<file path="config.mk">
export PLATFORM = sky130hd
export DESIGN_NAME = dptr_unit
export DESIGN_NICKNAME = d
export VERILOG_FILES = /design/src/rtl/dptr_pkg.sv /design/src/rtl/dptr_rst_sync.sv /design/src/rtl/dptr_ctl_reg.sv /design/src/rtl/dptr_ptr_reg.sv /design/src/rtl/dptr_unit.sv
export SDC_FILE = /design/constraint.sdc
export NUM_CORES = 1
export LEC_CHECK = 0
export BUFFER_PORTS_ARGS = -buffer_cell sky130_fd_sc_hd__clkbuf_2
export CORE_UTILIZATION = 62
export DETAILED_ROUTE_END_ITERATION = 8
export PLACE_DENSITY = 0.95
export SYNTH_ARGS = -nofsm -noshare
export SYNTH_HDL_FRONTEND = slang
export SYNTH_SLANG_ARGS = --single-unit
</file>
<file path="constraint.sdc">
create_clock -name clk -period 4.7 [get_ports clk]
set_clock_uncertainty 0.05 [all_clocks]
set_input_delay 0.94 -clock clk [delete_from_list [all_inputs] [get_ports clk]]
set_output_delay 0.94 -clock clk [all_outputs]
set_load 0.02 [all_outputs]
</file>
<file path="src/rtl/dptr_pkg.sv">
package dptr_pkg;

  typedef enum logic [2:0] {
    OPC_NONE  = 3'd0,
    OPC_STEP  = 3'd1,
    OPC_LOAD  = 3'd2,
    OPC_CRD   = 3'd3,
    OPC_XRD   = 3'd4,
    OPC_XWR   = 3'd5,
    OPC_RSV6  = 3'd6,
    OPC_RSV7  = 3'd7
  } op_class_e;

  localparam int CTL_W       = 8;
  localparam int BIT_SEL     = 0;
  localparam int BIT_AUTO    = 4;
  localparam int BIT_TGL     = 5;
  localparam int BIT_DIR0    = 6;
  localparam int BIT_DIR1    = 7;
  localparam logic [CTL_W-1:0] CTL_MASK = 8'hF1;

  typedef struct packed {
    logic [1:0] dir;
    logic       tgl_en;
    logic       auto_en;
    logic       sel;
  } ctl_fields_t;

  function automatic logic is_ptr_op(input logic [2:0] c);
    return (c >= OPC_STEP) && (c <= OPC_XWR);
  endfunction

  function automatic logic is_mem_op(input logic [2:0] c);
    return (c == OPC_CRD) || (c == OPC_XRD) || (c == OPC_XWR);
  endfunction

endpackage

</file>
<file path="src/rtl/dptr_rst_sync.sv">
module dptr_rst_sync #(
  parameter int STAGES = 2
) (
  input  logic clk,
  input  logic rst_n,
  output logic rst_n_sync
);

  logic [STAGES-1:0] chain_q;
  logic [STAGES-1:0] chain_d;

  always_comb begin
    chain_d = {chain_q[STAGES-2:0], 1'b1};
  end

  always_ff @(posedge clk or negedge rst_n) begin
    if (!rst_n) chain_q <= '0;
    else        chain_q <= chain_d;
  end

  assign rst_n_sync = chain_q[STAGES-1];

endmodule

</file>
<file path="src/rtl/dptr_ctl_reg.sv">
module dptr_ctl_reg
  import dptr_pkg::*;
(
  input  logic             clk,
  input  logic             rst_n,
  input  logic             wr_en,
  input  logic [CTL_W-1:0] wr_data,
  input  logic             toggle_req,
  output ctl_fields_t      fields,
  output logic [CTL_W-1:0] rdata
);

  logic [CTL_W-1:0] ctl_q;
  logic [CTL_W-1:0] ctl_d;
  logic             ctl_en;

  always_comb begin
    ctl_en = wr_en | toggle_req;
    ctl_d  = ctl_q;
    if (wr_en) begin
      ctl_d = wr_data & CTL_MASK;
    end else if (toggle_req) begin
      ctl_d[BIT_SEL] = ~ctl_q[BIT_SEL];
    end
  end

  always_ff @(posedge clk or negedge rst_n) begin
    if (!rst_n)      ctl_q <= '0;
    else if (ctl_en) ctl_q <= ctl_d;
  end

  always_comb begin
    fields.sel     = ctl_q[BIT_SEL];
    fields.auto_en = ctl_q[BIT_AUTO];
    fields.tgl_en  = ctl_q[BIT_TGL];
    fields.dir     = {ctl_q[BIT_DIR1], ctl_q[BIT_DIR0]};
    rdata          = ctl_q;
  end

  // written value appears masked on the next cycle
  p_ctl_write_r2: assert property (@(posedge clk) disable iff (!rst_n)
    wr_en |=> rdata == ($past(wr_data) & CTL_MASK));

  // toggle request without write flips the select bit only
  p_sel_flip_r6: assert property (@(posedge clk) disable iff (!rst_n)
    (toggle_req && !wr_en) |=> (rdata[BIT_SEL] != $past(rdata[BIT_SEL]))
                               && (rdata[7:1] == $past(rdata[7:1])));

  // no request keeps the register stable
  p_ctl_hold_r10: assert property (@(posedge clk) disable iff (!rst_n)
    (!toggle_req && !wr_en) |=> $stable(rdata));

endmodule

</file>
<file path="src/rtl/dptr_ptr_reg.sv">
module dptr_ptr_reg #(
  parameter int PTR_W = 16
) (
  input  logic             clk,
  input  logic             rst_n,
  input  logic             load_en,
  input  logic [PTR_W-1:0] load_val,
  input  logic             step_en,
  input  logic             step_dec,
  output logic [PTR_W-1:0] value
);

  localparam logic [PTR_W-1:0] ONE  = PTR_W'(1);
  localparam logic [PTR_W-1:0] ONES = '1;

  logic [PTR_W-1:0] ptr_q;
  logic [PTR_W-1:0] ptr_d;
  logic [PTR_W-1:0] stepped;
  logic             ptr_en;

  always_comb begin
    stepped = step_dec ? (ptr_q - ONE) : (ptr_q + ONE);
    ptr_en  = load_en | step_en;
    if (load_en)      ptr_d = load_val;
    else if (step_en) ptr_d = stepped;
    else              ptr_d = ptr_q;
  end

  always_ff @(posedge clk or negedge rst_n) begin
    if (!rst_n)      ptr_q <= '0;
    else if (ptr_en) ptr_q <= ptr_d;
  end

  assign value = ptr_q;

  // load takes the immediate
  p_load_r5: assert property (@(posedge clk) disable iff (!rst_n)
    load_en |=> value == $past(load_val));

  // count up by one
  p_step_up_r4: assert property (@(posedge clk) disable iff (!rst_n)
    (step_en && !load_en && !step_dec) |=> value == $past(value) + ONE);

  // count down by one
  p_step_dn_r4: assert property (@(posedge clk) disable iff (!rst_n)
    (step_en && !load_en && step_dec) |=> value == $past(value) - ONE);

  // wrap at the top
  p_wrap_up_r9: assert property (@(posedge clk) disable iff (!rst_n)
    (step_en && !load_en && !step_dec && value == ONES) |=> value == '0);

  // wrap at the bottom
  p_wrap_dn_r9: assert property (@(posedge clk) disable iff (!rst_n)
    (step_en && !load_en && step_dec && value == '0) |=> value == ONES);

  // idle keeps the pointer
  p_hold_r10: assert property (@(posedge clk) disable iff (!rst_n)
    (!step_en && !load_en) |=> $stable(value));

endmodule

</file>
<file path="src/rtl/dptr_unit.sv">
module dptr_unit
  import dptr_pkg::*;
#(
  parameter int PTR_W     = 16,
  parameter int NUM_PTR   = 2,
  parameter int SYNC_STGS = 2
) (
  input  logic             clk,
  input  logic             rst_n,
  input  logic             op_valid,
  input  logic [2:0]       op_class,
  input  logic [PTR_W-1:0] load_value,
  input  logic             ctl_we,
  input  logic [7:0]       ctl_wdata,
  output logic [PTR_W-1:0] ptr_out,
  output logic [7:0]       ctl_rdata
);

  localparam int SEL_W = (NUM_PTR > 1) ? $clog2(NUM_PTR) : 1;

  logic              rst_n_s;
  ctl_fields_t       ctl;
  logic              ptr_op;
  logic              mem_op;
  logic              load_op;
  logic              step_any;
  logic              toggle_req;
  logic [PTR_W-1:0]  ptr_val [NUM_PTR];
  logic [NUM_PTR-1:0] active;

  dptr_rst_sync #(.STAGES(SYNC_STGS)) u_rst (
    .clk        (clk),
    .rst_n      (rst_n),
    .rst_n_sync (rst_n_s)
  );

  always_comb begin
    ptr_op     = op_valid && is_ptr_op(op_class);
    mem_op     = op_valid && is_mem_op(op_class);
    load_op    = op_valid && (op_class == OPC_LOAD);
    step_any   = (op_valid && (op_class == OPC_STEP)) || (mem_op && ctl.auto_en);
    toggle_req = ptr_op && ctl.tgl_en;
  end

  dptr_ctl_reg u_ctl (
    .clk        (clk),
    .rst_n      (rst_n_s),
    .wr_en      (ctl_we),
    .wr_data    (ctl_wdata),
    .toggle_req (toggle_req),
    .fields     (ctl),
    .rdata      (ctl_rdata)
  );

  for (genvar gi = 0; gi < NUM_PTR; gi++) begin : g_ptr
    assign active[gi] = (SEL_W'(ctl.sel) == SEL_W'(gi));
    dptr_ptr_reg #(.PTR_W(PTR_W)) u_ptr (
      .clk      (clk),
      .rst_n    (rst_n_s),
      .load_en  (load_op && active[gi]),
      .load_val (load_value),
      .step_en  (step_any && active[gi]),
      .step_dec (ctl.dir[gi]),
      .value    (ptr_val[gi])
    );
  end

  assign ptr_out = ptr_val[ctl.sel];

  // the inactive pointer never moves
  p_idle_ptr_r4: assert property (@(posedge clk) disable iff (!rst_n_s)
    (ctl_rdata[BIT_SEL] == 1'b0) |=> $stable(ptr_val[1]));

  // a load never steps after the write
  p_load_nostep_r7: assert property (@(posedge clk) disable iff (!rst_n_s)
    (load_op && !ctl_we && !ctl_rdata[BIT_TGL]) |=> ptr_out == $past(load_value));

  // a write coinciding with an instruction wins in the register
  p_write_wins_r11: assert property (@(posedge clk) disable iff (!rst_n_s)
    (ctl_we && ptr_op) |=> ctl_rdata == ($past(ctl_wdata) & CTL_MASK));

  // select bit picks the visible pointer
  p_view_r3: assert property (@(posedge clk) disable iff (!rst_n_s)
    ptr_out == (ctl_rdata[BIT_SEL] ? ptr_val[1] : ptr_val[0]));

endmodule

</file>
Word level (Yosys, flattened, before mapping) --
Cells that the tools add are included.
Word-level totals: bits in registers 39, input port bits 31, output and inout port bits 24, word-level logic and storage cells 54
Cells by class: add/sub/neg operators 4, magnitude comparators 3, equal/unequal tests 5, multiplexer cells 11, bitwise operators 5, reduce and logical (&&, ||, !) cells 21
Operators with widths (count):
- two-way mux 16 bit | 9
- adder 16 x 1 -> 16 bit (second input constant) | 2
- subtractor 16 x 1 -> 16 bit (second input constant) | 2
- logical AND 1 bit | 11
- AND reduction 2 bit | 4
- == test 3 x 2 -> 1 bit (second input constant) | 2
- == test 3 bit (second input constant) | 2
- nonzero test 2 bit | 3
- == test 3 x 1 -> 1 bit (second input constant) | 1
- greater-or-equal comparator 3 x 1 -> 1 bit (second input constant) | 1
- less-or-equal comparator 3 bit (second input constant) | 1
- logical OR 1 bit | 3
- bitwise OR 1 bit | 3
- greater-or-equal comparator 2 bit (second input constant) | 1
- two-way mux 1 bit | 2
- NOT 1 -> 2 bit | 1
- NOT 1 bit | 1

Longest topological paths before layout --
word-level depth 9, mapped depth 9, depth with buffers taken out 8

By module --
From an unflattened synthesis, not the netlist that was laid out.
Second synthesis, totals: cells, all modules 391, area total of the unflattened synthesis 3540.9 µm²
Modules (own cells, without submodules):
- dptr_ptr_reg | times used 2, cells an instance 167, area an instance 1462.7 µm²
- dptr_unit | times used 1, cells an instance 33, area an instance 310.3 µm²
- dptr_ctl_reg | times used 1, cells an instance 21, area an instance 251.5 µm²
- dptr_rst_sync | times used 1, cells an instance 3, area an instance 53.8 µm²

Worst setup path after synthesis --
No wires, ideal clock.
kind register -> register, start register u_ctl.ctl_q[6], in the netlist u_ctl.rdata[6], end register g_ptr[0].u_ptr.ptr_q[15], library setup time 0.126 ns, arrival time 2.645 ns, path slack 1.879 ns, stages on the path, launching flop included 9, buffers on the path 0, period minus slack after synthesis 2.821 ns, cell sequence dfrtp_1 ha_1 and2_4 a221o_1 or3_1 and4_4 or3_1 a211oi_1 nor3_1
On the way: longest elaborated chain between the ends 3
RTL lines:
- start: declaration | line dptr_ctl_reg.sv:13 | logic [CTL_W-1:0] ctl_q;
- start signal: assignment | line dptr_ctl_reg.sv:29 | else if (ctl_en) ctl_q <= ctl_d;
- two-way mux 16 bit | line dptr_ptr_reg.sv:22 | stepped = step_dec ? (ptr_q - ONE) : (ptr_q + ONE);
- two-way mux 16 bit | line dptr_ptr_reg.sv:25 | else if (step_en) ptr_d = stepped;
- two-way mux 16 bit | line dptr_ptr_reg.sv:24 | if (load_en) ptr_d = load_val;
- end signal: assignment | line dptr_ptr_reg.sv:31 | else if (ptr_en) ptr_q <= ptr_d;
- end: declaration | line dptr_ptr_reg.sv:16 | logic [PTR_W-1:0] ptr_q;
No other way between the ends. The select of a mux whose other input is x is not followed. A chain may end at the register's enable or synchronous reset.

Worst setup path in the final report --
Same ends and word-level chain as after synthesis.

==> results.md <==
- The total length of routed wires is between 8000 and 9000 um.
- Setup repair after global routing left no endpoint under its margin.
- The class of the most critical hold timing path is reg2async.
- The nature of the critical path endpoint is a register.
- The number of enable-type register cells in the synthesized netlist is 0.
- The combined global-route utilization of all metal layers is about a third.
- The total inserted antenna cells is 0.
- Clock latency on the worst-skew pair, taken at its later pin, is 0.30 ns.
- Detailed routing inserted a total of 3272 vias.
- The count of max-cap constraint violations is 0.
- The power density of the placed cells is roughly 670 mW/mm^2.
- The run finished with clean final reports.
- The arrival time reported for the critical path endpoint is 3.39 ns.
- The routed wire length per instance is 18.0 um.
- The floorplan step defined a die boundary enclosing between 0.005 and 0.006 sq mm.
- After layout, the minimum clock period comes to around 3.2 ns.
- In this run the static leakage power is approximately 1.8 nW.
- The placeable core area is between 0.005 and 0.006 sq mm.
- The total overflow left after global routing is 0.
- In the synthesized netlist the dominant register cell turns out to be dfrtp_1.
- The share of the Yosys chip area taken by registers is between 20% and 30%.
- The total I/O pin count is 55.
- Traced cell by cell, the critical path runs through ha_1 > and2_4 > a221o_1 > or3_1 > and4_4 > or3_1 > and3_1 > nor3_1.
- In this run, placement finished with an instance count of 490.
- The final hold violation count is 0.
- The data required time at the worst endpoint is roughly 4.9 ns.
- The dominant cell type by area after synthesis is dfrtp_1.
- The via count of the first global-routing pass was 2986.
- After synthesis the netlist holds a flip-flop and latch count of 39.
- The initial antenna violation count is 0.
- After clock tree synthesis, the clock-pin slew on the worst setup and hold paths is about 0.080 ns.
- Setup violations remaining at the end of the flow were counted as 0.
- Excluding fillers, the count of instances in the completed layout stands at about 500.
- Setup total negative slack on the finished layout was measured at 0 ns.
- The final net count is roughly 500.
- Static timing analysis puts the maximum clock frequency at 0.311 GHz.
- The synthesized instance count is 385.
- The worst register-to-register path begins at u_ctl.rdata[6].
- The worst register-to-register path has a depth of 8.
- In this run the remaining antenna-violating nets after routing total 0.
- Sorting the synthesized cells by area gives the leading types as dfrtp_1, ha_1, mux2_2.
- The overall power after layout is 2.45 mW.
- The worst setup path is launched from a register.
- Measured along the y axis, the die boundary spans ~75 um.
- The post-layout worst setup margin is about 1.5 ns.
- The post-cts sizing count is 0.
- In the finished design, the share of the clock period the worst path needs comes to 68.5%.
- For this run, the detailed router's first-pass iteration total came to 5.
- Entering global routing, the biggest net connects 38 pins.
- Row generation in the floorplan step produced 26 rows.
- Of the post-synthesis cell area, the dominant cell type holds 29.4%.
- Yosys printed 0 warnings.
- The number of post-CTS setup repair buffers is 0.
- In this design, the stage delay of the slowest critical-path cell is 0.82 ns.
- The master cell of the clock root buffer is clkbuf_8.
- The final routed DRC violation total is 0.
- The mean post-synth cell area is roughly 8.6 sq um.
- The setup check on the worst reg-to-reg path leaves a slack of roughly 1.5 ns.
- The number of H-tree levels is 2.
- Once the floorplan was initialized, standard cells occupied between 60 and 70% of the core.
- In this run the critical register-to-register path is captured at g_ptr[0].u_ptr.value[15].
- In this run, post-CTS hold repair placed 0 buffers.
- The most frequent cell on the critical path is or3_1.
- The relative area change from synthesis to final layout is 10.8%.
- In this run the cell area of the synthesized design comes to about 0.0033 sq mm.
- The standard cell with the maximum stage delay on the critical path is dfrtp_1.
- The wire length of the first global-routing pass is 14300 um.
- At the pin with the least slew margin, the transition time is about 0.98 ns.
- The number of buffers created by CTS is 5.
- Prior to clock tree synthesis, the placed netlist has a worst setup slack of 1.55 ns.
- The final count of pins violating max slew was 0.
- Detailed placement ended at an HPWL of roughly 6300 um.
- The share of final-layout standard cells stronger than drive strength 1 is between 10% and 20%.
- The count of port buffers added during placement is 48.
- The largest fanout on the critical path is 19.
- The deepest clock path buffer count is 2.
- Dividing the detail-routed via count by the number of cells gives between 6 and 7.
- The worst-case IR drop observed on VDD is between 0.0004 and 0.0005 V.
- The initial DRC count is approximately 280.
- The count of cell types in the netlist is 50.
- The async set or reset register ratio after synthesis is 100%.
- Measured against its own limit, the worst slew margin works out to 34.6%.
- By startpoint and endpoint, the worst setup path is classified as reg2reg.
- The placer's final routability congestion estimate is about 0.9.
- The TritonCTS sink count is 39.
- In this run the horizontal extent of the chip is ~75 um.
- TritonCTS built the clock tree.
metal layers:
layer  track usage [%]  vias to the layer above  part of all wire (%)
met2              57.8                      155                    48
li1                  -                     1525                     -
met1              43.3                     1567                    43
met4              10.9                        0                   2.2
met5                 0                        -                     0
met3              7.36                       25                   6.6
flip-flops by register name, indices dropped and copies added, names as in the netlist:
signal,count
u_rst.chain_q,2
g_ptr.u_ptr.value,32
u_ctl.rdata,5
worst max-delay path by stage:
stage | start | endpoint | cells past startpoint
after global routing | u_ctl.rdata[6] | g_ptr[0].u_ptr.value[15] | 8
after CTS | u_ctl.rdata[6] | g_ptr[0].u_ptr.value[15] | 8
after global placement | u_ctl.rdata[6] | g_ptr[0].u_ptr.value[15] | 8
after floorplan | u_ctl.rdata[6] | g_ptr[0].u_ptr.value[15] | 8
final | u_ctl.rdata[6] | g_ptr[0].u_ptr.value[15] | 8
after detailed placement | u_ctl.rdata[6] | g_ptr[0].u_ptr.value[15] | 8
power by group:
group          internal [mW]  leakage (nW)  switching [mW]
sequential             0.470         0.477           0.157
combinational          0.713          1.28           0.885
clock                 0.0992        0.0371           0.123
layout make-up:
class                           instances  area [sq um]
Clock buffer                            6          72.6
Timing Repair Buffer                   53           278
Inverter                                5          18.8
Tap cell                               70          87.6
Fill cell                             410          1470
Multi-Input combinational cell        323          2240
Sequential cell                        39           976
Yosys cell counts, types with 3 or more instances:
cell type  count
dfrtp_1       39
nand2_1       37
o21ai_0       35
nor2_1        30
ha_1          28
a21oi_1       23
mux2_2        20
a21o_1        17
clkbuf_1      14
xnor2_1       13
nor3_1        12
o22ai_1       12
a31oi_1        7
and3_1         7
nand3_1        7
xor2_1         7
a211oi_1       6
and4_1         5
buf_4          5
inv_1          5
a221o_1        4
mux2i_1        4
o21a_1         4
a221oi_1       3
a311oi_1       3
nand2b_1       3
nor4_1         3
or2_2          3
or3_1          3
kinds of logic (layout without fill, tap and decap cells):
family	count (synthesis)	count (layout)	synth area share, %
AOI/OAI and AO/OA	130	130	25.3
xor gates and xnor gates	20	20	5.29
muxes	24	24	8.00
buffers and inverters	25	64	3.40
adders and majority gates	30	30	11.8
and+or+nand+nor	115	115	16.6
other	2	4	0.227
DFF	39	39	29.4
stage by stage:
stage               util [%]  hold WS [ns]  area [sq um]
finish                  71.4         0.251          3670
global route            71.4         0.300          3670
CTS                     71.4         0.275          3670
detailed placement      70.0         0.270          3600
global placement        70.0         0.257          3600
floorplan                  -         0.281          3320
cell usage in the layout (no fill, tap or decap), types with 2 or more instances in the layout:
cell type and instances:
clkbuf_8 5, a21oi_1 23, inv_1 5, or3_1 3
o21bai_1 2, xor2_1 7, o22ai_1 12, a21o_1 17
and4_1 5, mux2_2 20, nor4_1 3, nand2_1 37
a221o_1 4, o31ai_1 2, buf_4 5, fa_1 2
nor2_1 30, a221oi_1 3, a31oi_1 7, a211oi_1 6
or2_2 3, nor3_1 12, ha_1 28, o21a_1 4
xnor2_1 13, nand3_1 7, mux2i_1 4, dfrtp_1 39
a211o_1 2, nand2b_1 3, and3_1 7, o21ai_0 35
conb_1 4, a311oi_1 3, clkbuf_2 48
critical path: cells and delay by family, from the launching register on:
kind	cells	cell delay, ns
AOI/OAI and AO/OA	1	0.35
adders and majority gates	1	0.43
DFF	1	0.82
and+or+nand+nor	6	1.49
(Power assumes the default switching activity.)
